**config.mk**
```make
export PLATFORM = sky130hd
export DESIGN_NAME = zero_seq_injector
export DESIGN_NICKNAME = d
export VERILOG_FILES = /design/src/rtl/zsi_pkg.sv /design/src/rtl/zsi_sort.sv /design/src/rtl/zsi_mu_sched.sv /design/src/rtl/zsi_offset.sv /design/src/rtl/zero_seq_injector.sv
export SDC_FILE = /design/constraint.sdc
export NUM_CORES = 1
export LEC_CHECK = 0
export BUFFER_PORTS_ARGS = -buffer_cell sky130_fd_sc_hd__buf_2
export CAP_MARGIN = 15
export CORE_MARGIN = 3
export CORE_UTILIZATION = 55
export DETAILED_ROUTE_END_ITERATION = 8
export PLACE_DENSITY = 0.84
export RECOVER_POWER = 25
export SLEW_MARGIN = 10
export SYNTH_ARGS = -nofsm -noshare
export SYNTH_HDL_FRONTEND = slang
export SYNTH_SLANG_ARGS = --single-unit
```
**constraint.sdc**
```tcl
create_clock -name clk -period 1.4 [get_ports clk]
set_input_delay 0.28 -clock clk [delete_from_list [all_inputs] [get_ports clk]]
set_output_delay 0.28 -clock clk [all_outputs]
set_load 0.01 [all_outputs]
```
**src/rtl/zsi_pkg.sv**
```systemverilog
package zsi_pkg;
  typedef enum logic [2:0] {
    MODE_CENTRED  = 3'd0,
    MODE_CLAMP_LO = 3'd1,
    MODE_CLAMP_HI = 3'd2,
    MODE_DISC_MID = 3'd3,
    MODE_DISC_EDG = 3'd4,
    MODE_DISC_MDC = 3'd5,
    MODE_DISC_EDC = 3'd6,
    MODE_SPARE    = 3'd7
  } zsi_mode_e;

  localparam int NPH = 3;
endpackage

```
**src/rtl/zsi_sort.sv**
```systemverilog
module zsi_sort #(
  parameter int DW = 16
) (
  input  logic signed [DW-1:0] ref_a,
  input  logic signed [DW-1:0] ref_b,
  input  logic signed [DW-1:0] ref_c,
  output logic signed [DW-1:0] v_max,
  output logic signed [DW-1:0] v_mid,
  output logic signed [DW-1:0] v_min,
  output logic [2:0]           sector
);
  logic signed [DW-1:0] v [zsi_pkg::NPH];
  logic [1:0] i_max, i_min, i_mid;

  assign v[0] = ref_a;
  assign v[1] = ref_b;
  assign v[2] = ref_c;

  always_comb begin
    if (ref_a >= ref_b && ref_a >= ref_c) i_max = 2'd0;
    else if (ref_b >= ref_c)              i_max = 2'd1;
    else                                  i_max = 2'd2;

    if (ref_c <= ref_a && ref_c <= ref_b) i_min = 2'd2;
    else if (ref_b <= ref_a)              i_min = 2'd1;
    else                                  i_min = 2'd0;

    i_mid = 2'd3 - i_max - i_min;

    case ({i_max, i_min})
      4'b00_10: sector = 3'd0;
      4'b01_10: sector = 3'd1;
      4'b01_00: sector = 3'd2;
      4'b10_00: sector = 3'd3;
      4'b10_01: sector = 3'd4;
      4'b00_01: sector = 3'd5;
      default:  sector = 3'd0;
    endcase
  end

  assign v_max = v[i_max];
  assign v_mid = v[i_mid];
  assign v_min = v[i_min];
endmodule

```
**src/rtl/zsi_mu_sched.sv**
```systemverilog
module zsi_mu_sched #(
  parameter int FRAC = 8
) (
  input  zsi_pkg::zsi_mode_e mode,
  input  logic [2:0]         sector,
  input  logic               mid_neg,
  output logic [FRAC:0]      mu
);
  import zsi_pkg::*;
  localparam logic [FRAC:0] MU_ZERO = '0;
  localparam logic [FRAC:0] MU_HALF = (FRAC+1)'(1 << (FRAC-1));
  localparam logic [FRAC:0] MU_ONE  = (FRAC+1)'(1 << FRAC);

  logic even_sec;
  assign even_sec = ~sector[0];

  always_comb begin
    case (mode)
      MODE_CLAMP_LO: mu = MU_ZERO;
      MODE_CLAMP_HI: mu = MU_ONE;
      MODE_DISC_MID: mu = mid_neg  ? MU_ONE  : MU_ZERO;
      MODE_DISC_EDG: mu = even_sec ? MU_ONE  : MU_ZERO;
      MODE_DISC_MDC: mu = mid_neg  ? MU_ZERO : MU_ONE;
      MODE_DISC_EDC: mu = even_sec ? MU_ZERO : MU_ONE;
      default:       mu = MU_HALF;
    endcase
  end
endmodule

```
**src/rtl/zsi_offset.sv**
```systemverilog
module zsi_offset #(
  parameter int DW   = 16,
  parameter int FRAC = 8
) (
  input  logic signed [DW-1:0] dc_link,
  input  logic signed [DW-1:0] v_max,
  input  logic signed [DW-1:0] v_min,
  input  logic [FRAC:0]        mu,
  output logic signed [DW-1:0] vh
);
  localparam int WW = DW + FRAC + 4;
  localparam logic signed [WW-1:0] HALF_X = WW'(1 << (FRAC-1));
  localparam logic signed [WW-1:0] ONE_X  = WW'(1 << FRAC);
  localparam logic signed [WW-1:0] MAX_X  = WW'((1 << (DW-1)) - 1);
  localparam logic signed [WW-1:0] MIN_X  = -MAX_X - WW'(1);

  logic signed [WW-1:0] e_x, mx_x, mn_x, mu_x, acc, neg;

  always_comb begin
    e_x  = WW'(dc_link);
    mx_x = WW'(v_max);
    mn_x = WW'(v_min);
    mu_x = $signed(WW'({1'b0, mu}));
    acc  = e_x * (HALF_X - mu_x) + mx_x * mu_x + mn_x * (ONE_X - mu_x);
    neg  = -((acc + HALF_X) >>> FRAC);
    if (neg > MAX_X)      vh = MAX_X[DW-1:0];
    else if (neg < MIN_X) vh = MIN_X[DW-1:0];
    else                  vh = neg[DW-1:0];
  end
endmodule

```
**src/rtl/zero_seq_injector.sv**
```systemverilog
module zero_seq_injector #(
  parameter int DW   = 16,
  parameter int FRAC = 8
) (
  input  logic                 clk,
  input  logic                 rst_n,
  input  logic                 in_valid,
  input  logic [2:0]           mode,
  input  logic signed [DW-1:0] ref_a,
  input  logic signed [DW-1:0] ref_b,
  input  logic signed [DW-1:0] ref_c,
  input  logic signed [DW-1:0] dc_link,
  output logic                 out_valid,
  output logic signed [DW-1:0] mod_a,
  output logic signed [DW-1:0] mod_b,
  output logic signed [DW-1:0] mod_c,
  output logic [2:0]           out_sector,
  output logic [FRAC:0]        out_mu
);
  import zsi_pkg::*;

  logic signed [DW-1:0] v_max, v_mid, v_min, vh;
  logic [2:0]           sec_nxt;
  logic [FRAC:0]        mu_nxt;
  logic signed [DW-1:0] ref_v   [NPH];
  logic signed [DW-1:0] mod_nxt [NPH];
  logic signed [DW-1:0] mod_q   [NPH];

  assign ref_v[0] = ref_a;
  assign ref_v[1] = ref_b;
  assign ref_v[2] = ref_c;

  zsi_sort #(.DW(DW)) i_sort (
    .ref_a(ref_a), .ref_b(ref_b), .ref_c(ref_c),
    .v_max(v_max), .v_mid(v_mid), .v_min(v_min), .sector(sec_nxt)
  );

  zsi_mu_sched #(.FRAC(FRAC)) i_mu (
    .mode(zsi_mode_e'(mode)), .sector(sec_nxt),
    .mid_neg(v_mid[DW-1]), .mu(mu_nxt)
  );

  zsi_offset #(.DW(DW), .FRAC(FRAC)) i_off (
    .dc_link(dc_link), .v_max(v_max), .v_min(v_min), .mu(mu_nxt), .vh(vh)
  );

  for (genvar p = 0; p < NPH; p++) begin : g_phase
    logic signed [DW:0] wide;
    always_comb begin
      wide = {ref_v[p][DW-1], ref_v[p]} + {vh[DW-1], vh};
      if (wide[DW] != wide[DW-1])
        mod_nxt[p] = wide[DW] ? {1'b1, {(DW-1){1'b0}}} : {1'b0, {(DW-1){1'b1}}};
      else
        mod_nxt[p] = wide[DW-1:0];
    end

    always_ff @(posedge clk or negedge rst_n) begin
      if (!rst_n)        mod_q[p] <= '0;
      else if (in_valid) mod_q[p] <= mod_nxt[p];
    end
  end

  always_ff @(posedge clk or negedge rst_n) begin
    if (!rst_n) begin
      out_valid  <= 1'b0;
      out_sector <= '0;
      out_mu     <= '0;
    end else begin
      out_valid <= in_valid;
      if (in_valid) begin
        out_sector <= sec_nxt;
        out_mu     <= mu_nxt;
      end
    end
  end

  assign mod_a = mod_q[0];
  assign mod_b = mod_q[1];
  assign mod_c = mod_q[2];
endmodule

```
==> results of run 1 <==
==> cell families after synthesis <==
group | Yosys count | synth area share
mux | 22 | 0.01621
simple gates | 443 | 0.1540
compound gates | 391 | 0.1946
other cells | 2 | 0.0005437
buf+inv | 195 | 0.05680
fa+ha+maj | 418 | 0.4080
flops | 54 | 0.09784
xor+xnor | 112 | 0.07202
==> stage by stage <==
step / std cells / worst slack (ns)
CTS: 2567 / -10.55
floorplan: 1657 / -10.63
detailed placement: 2511 / -11.99
global placement: 2511 / -11.31
==> cells in the mapped netlist (8+ instances only) <==
master	count
buf_2	9
o211ai_1	31
mux2i_1	19
dfrtp_1	54
o21bai_1	20
nand2b_1	27
a31oi_1	9
a21o_1	35
o21ai_0	56
inv_1	143
buf_4	9
clkbuf_1	30
a21oi_1	118
xor2_1	40
o221a_2	25
ha_1	364
or3_1	8
nand4_1	12
o21a_1	8
and3_1	13
nor2_1	141
xnor2_1	71
nor2b_1	14
nand2_1	113
fa_1	54
nor3_1	32
a211oi_1	16
a21boi_0	8
and2_1	15
nand3_1	38
==> timing repair <==
| action | in CTS |
|---|---|
| pin swaps | 92 |
| hold buffers | 1 |
| buffers inserted | 43 |
| gates resized for setup | 248 |
| gates cloned | 6 |
| endpoints found under the setup margin | 52 |
| endpoints found under the hold margin | 54 |
==> routing by layer <==
layer | overflow | track usage
met2 | 46 | 0.9085
met1 | 2 | 0.7559
met3 | 0 | 0.6890
met4 | 44 | 0.7842
met5 | 0 | 0.4621
==> impl_metrics.csv, run 1 <==
group,metric,value,unit
die,die_h,164.5,um
synth,synth_edf_count,0,
cts,cts-root-buf,"clkbuf_16",
synth,synth_ff_type,"dfrtp_1",
cts,clock_path_buffers,2,
synth,ys_top_cells_by_area,"ha_1 33%, dfrtp_1 9.8%, fa_1 7.8%, xnor2_1 4.5%, a21oi_1 4.3%",
cts,cts-htree-levels,2,
timing,worst-ep-kind,"sequential cell input",
placement,portBuffers,123,
run_status,haltStage,"global routing (5_1_grt)",
synth,yosysWarnings,0,
synth,synthArstFlopShare,1.000,
die,initial_core_util,0.5630,
die,die_x,164.5,um
synth,synth-seq-cells,54,
run_status,firstError,"[ERROR GRT-0232] Routing congestion too high. Check the congestion heatmap in the GUI.",
grt,overflow,92,
run_status,status,"did not finish",
synth,syn_avg_cell_area,8.437,um2
cts,cts_buffers,5,
synth,netlist_area,13810,um2
grt,grtUsageTotal,0.7805,
synth,synth_largest_area_cell,"ha_1",
die,ios,131,
synth,synth_cells,1637,
cts,cts.sinks,54,
placement,hpwl,40260,um
grt,grt_max_degree,55,
placement,placed_area,18670,um2
synth,seq_area_frac_synth,0.09783,
timing,worstEndpointGrtRepair,"mod_b[10]$_DFFE_PN0P_/D",
synth,yosysTopAreaCellShare,0.3297,
die,rows,57,
synth,synth.distinct_cells,80,
placement,gp_congestion,0.9907,
==> inputs of run 2 (changes only) <==
--- a/config.mk
+++ b/config.mk
@@ -8,9 +8,9 @@
 export BUFFER_PORTS_ARGS = -buffer_cell sky130_fd_sc_hd__buf_2
 export CAP_MARGIN = 15
 export CORE_MARGIN = 3
-export CORE_UTILIZATION = 55
+export CORE_UTILIZATION = 40
 export DETAILED_ROUTE_END_ITERATION = 8
-export PLACE_DENSITY = 0.84
+export PLACE_DENSITY_LB_ADDON = 0.15
 export RECOVER_POWER = 25
 export SLEW_MARGIN = 10
 export SYNTH_ARGS = -nofsm -noshare
==> impl_metrics.csv, run 2 <==
group,metric,value,unit
cts,clock_path_buffers,2,
placement,portBuffers,123,
final_layout,mostFrequentLayoutCell,"buf_4",
placement,placed_area,18840,um2
final_layout,final_cell_mix,"551 x buf_4, 274 x ha_1, 127 x nor2_1",
setup_path,worst-path-buf-inv,10,
timing,period_needed,12.27,ns
timing,rsz0062_at_grt,"yes",
grt,grt_pass1_wl,75730,um
cts,cts.sinks,54,
cts,cts-root-buf,"clkbuf_16",
die,dieArea,36790,um2
timing,setup_ws,-10.87,ns
grt,grtUsageTotal,0.2619,
drt,vias_per_cell,5.405,
timing,fmax,0.08148,GHz
timing,holdWs,0.3704,ns
synth,synth_ff_type,"dfrtp_1",
synth,seq_area_frac_synth,0.09783,
synth,synthArstFlopShare,1.000,
grt,overflow,0,
cts,cts_buffers,5,
synth,ys_top_cells_by_area,"ha_1 33%, dfrtp_1 9.8%, fa_1 7.8%, xnor2_1 4.5%, a21oi_1 4.3%",
drt,post-route-drc-count,0,
final_layout,drive_gt1_frac,0.4584,
final_layout,fin_nets,2819,
cts,clk_latency,0.31,ns
run,drv_cap,0,
placement,hpwl,39170,um
die,die_x,191.8,um
synth,synth_cells,1637,
placement,gp_congestion,0.9810,
setup_path,worstPathRequired,1.64,ns
final_layout,area_delta_synth_final,62.36,%
drt,wl_per_cell,18.04,um
setup_path,slowest_stage,"fa_1",
timing,fin_setup_tns,-524.55,ns
drt,antenna_left,0,
setup_path,cp.arrival,12.51,ns
run_status,violations,"setup timing",
setup_path,criticalPathCategory,"input port to flop",
setup_path,critPathMostFrequentCell,"ha_4",
drt,drt_first_iter_violations,867,
die,rows,67,
die,ios,131,
cts,cts_tree,"built",
synth,synth-seq-cells,54,
setup_path,cpPeakStageDelay,0.60,ns
die,core-area,33780,um2
synth,syn_avg_cell_area,8.437,um2
timing,hold_viol,0,
timing,finClkSkew,0,ns
timing,final.period_utilization,8.766,
timing,drv_slew,0,
cts,path_clk_slew,0.09,ns
grt,grt_pass1_vias,14690,
setup_path,crit_path_max_fanout,7,
drt,num_vias,15025,
synth,synth_largest_area_cell,"ha_1",
grt,antenna_found_initial,0,
drt,firstDrtPassIters,5,
run_status,status,"finished, violations left",
drt,routed_wirelength,50150,um
synth,synth_common_cells,"364 x ha_1, 143 x inv_1, 141 x nor2_1",
synth,netlist_area,13810,um2
synth,synth.distinct_cells,80,
timing,worstMarginPinSlew,0.7867,ns
synth,yosysMostFrequentCell,"ha_1",
min_path,min_path_type,"input port to flop",
synth,yosysTopAreaCellShare,0.3297,
synth,yosysWarnings,0,
final_layout,fin_area,22430,um2
setup_path,cp-start-kind,"input port",
setup_path,critical-path-top-delay-family,"compound AO/OA/AOI/OAI gates",
die,initial_core_util,0.4088,
grt,grt_max_degree,55,
final_layout,diodes,0,
timing,setup_viol,52,
setup_path,worstSetupEndpointType,"flop",
timing,relSlewSlack,0.4755,
cts,cts-htree-levels,2,
die,die_h,191.8,um
synth,synth_edf_count,0,
run 2: cell counts after synthesis:
Identical to the previous run, type by type.
run 2: final timing paths:
kind | start | end | slack, ns | cells after the start
max | ref_b[4] | mod_b[11] | -10.87 | 60
min | in_valid | mod_b[15] | 0.37 | 3
max reg2reg | mod_c[9] | mod_c[9] | 0.61 | 1
min reg2reg | out_sector[1] | out_sector[1] | 0.50 | 1
max in group asynchronous | rst_n | mod_c[4] | 0.18 | 3
min in group asynchronous | rst_n | mod_a[15] | 0.68 | 3
run 2: metal layers:
| layer | GRT usage | wire [um] |
|---|---|---|
| met5 | 0 | 0 |
| met4 | 0.08213 | 1783 |
| met3 | 0.03085 | 2747 |
| met2 | 0.4577 | 24270 |
| met1 | 0.3361 | 21340 |
run 2: cell families after synthesis:
logic type,Yosys count,share of synthesized area
XOR/XNOR,112,0.07202
AND/OR/NAND/NOR,443,0.1540
buffers and inverters,195,0.05680
AO/OA/AOI/OAI,391,0.1946
multiplexers,22,0.01621
flip-flops,54,0.09784
adder cells (fa/ha/maj),418,0.4080
other,2,0.0005437
run 2: timing repair:
action                                 CTS  global route
cloned                                   5             1
setup endpoints to repair               53            53
pin swaps                              126           135
endpoints found under the hold margin   54             0
hold buffers                             1             0
setup buffers                           93            42
resized for setup                      286           172
run 2: per-stage QoR:
stage          utilization  setup WS [ns]  instances
3_3_place_gp        0.5577         -11.60       2635
2_1_floorplan            -         -10.63       1657
4_1_cts             0.6268         -10.55       2741
6_report            0.6638         -10.87       2780
5_1_grt             0.6638         -11.45       2780
3_5_place_dp        0.5577         -11.79       2635
run 2: final cells by class:
class / count / area, um2
clock buffer: 5 / 125.1
multi-input combinational: 1410 / 14260
inverter: 144 / 618.1
sequential: 54 / 1351
timing repair inverter: 2 / 18.77
timing repair buffer: 714 / 5464
fill: 2741 / 11360
clock inverter: 3 / 28.78
tap: 448 / 560.5
Power of run 2 is not shown: default switching activity piles up to over one toggle a cycle in this logic, so the estimate is an artifact.
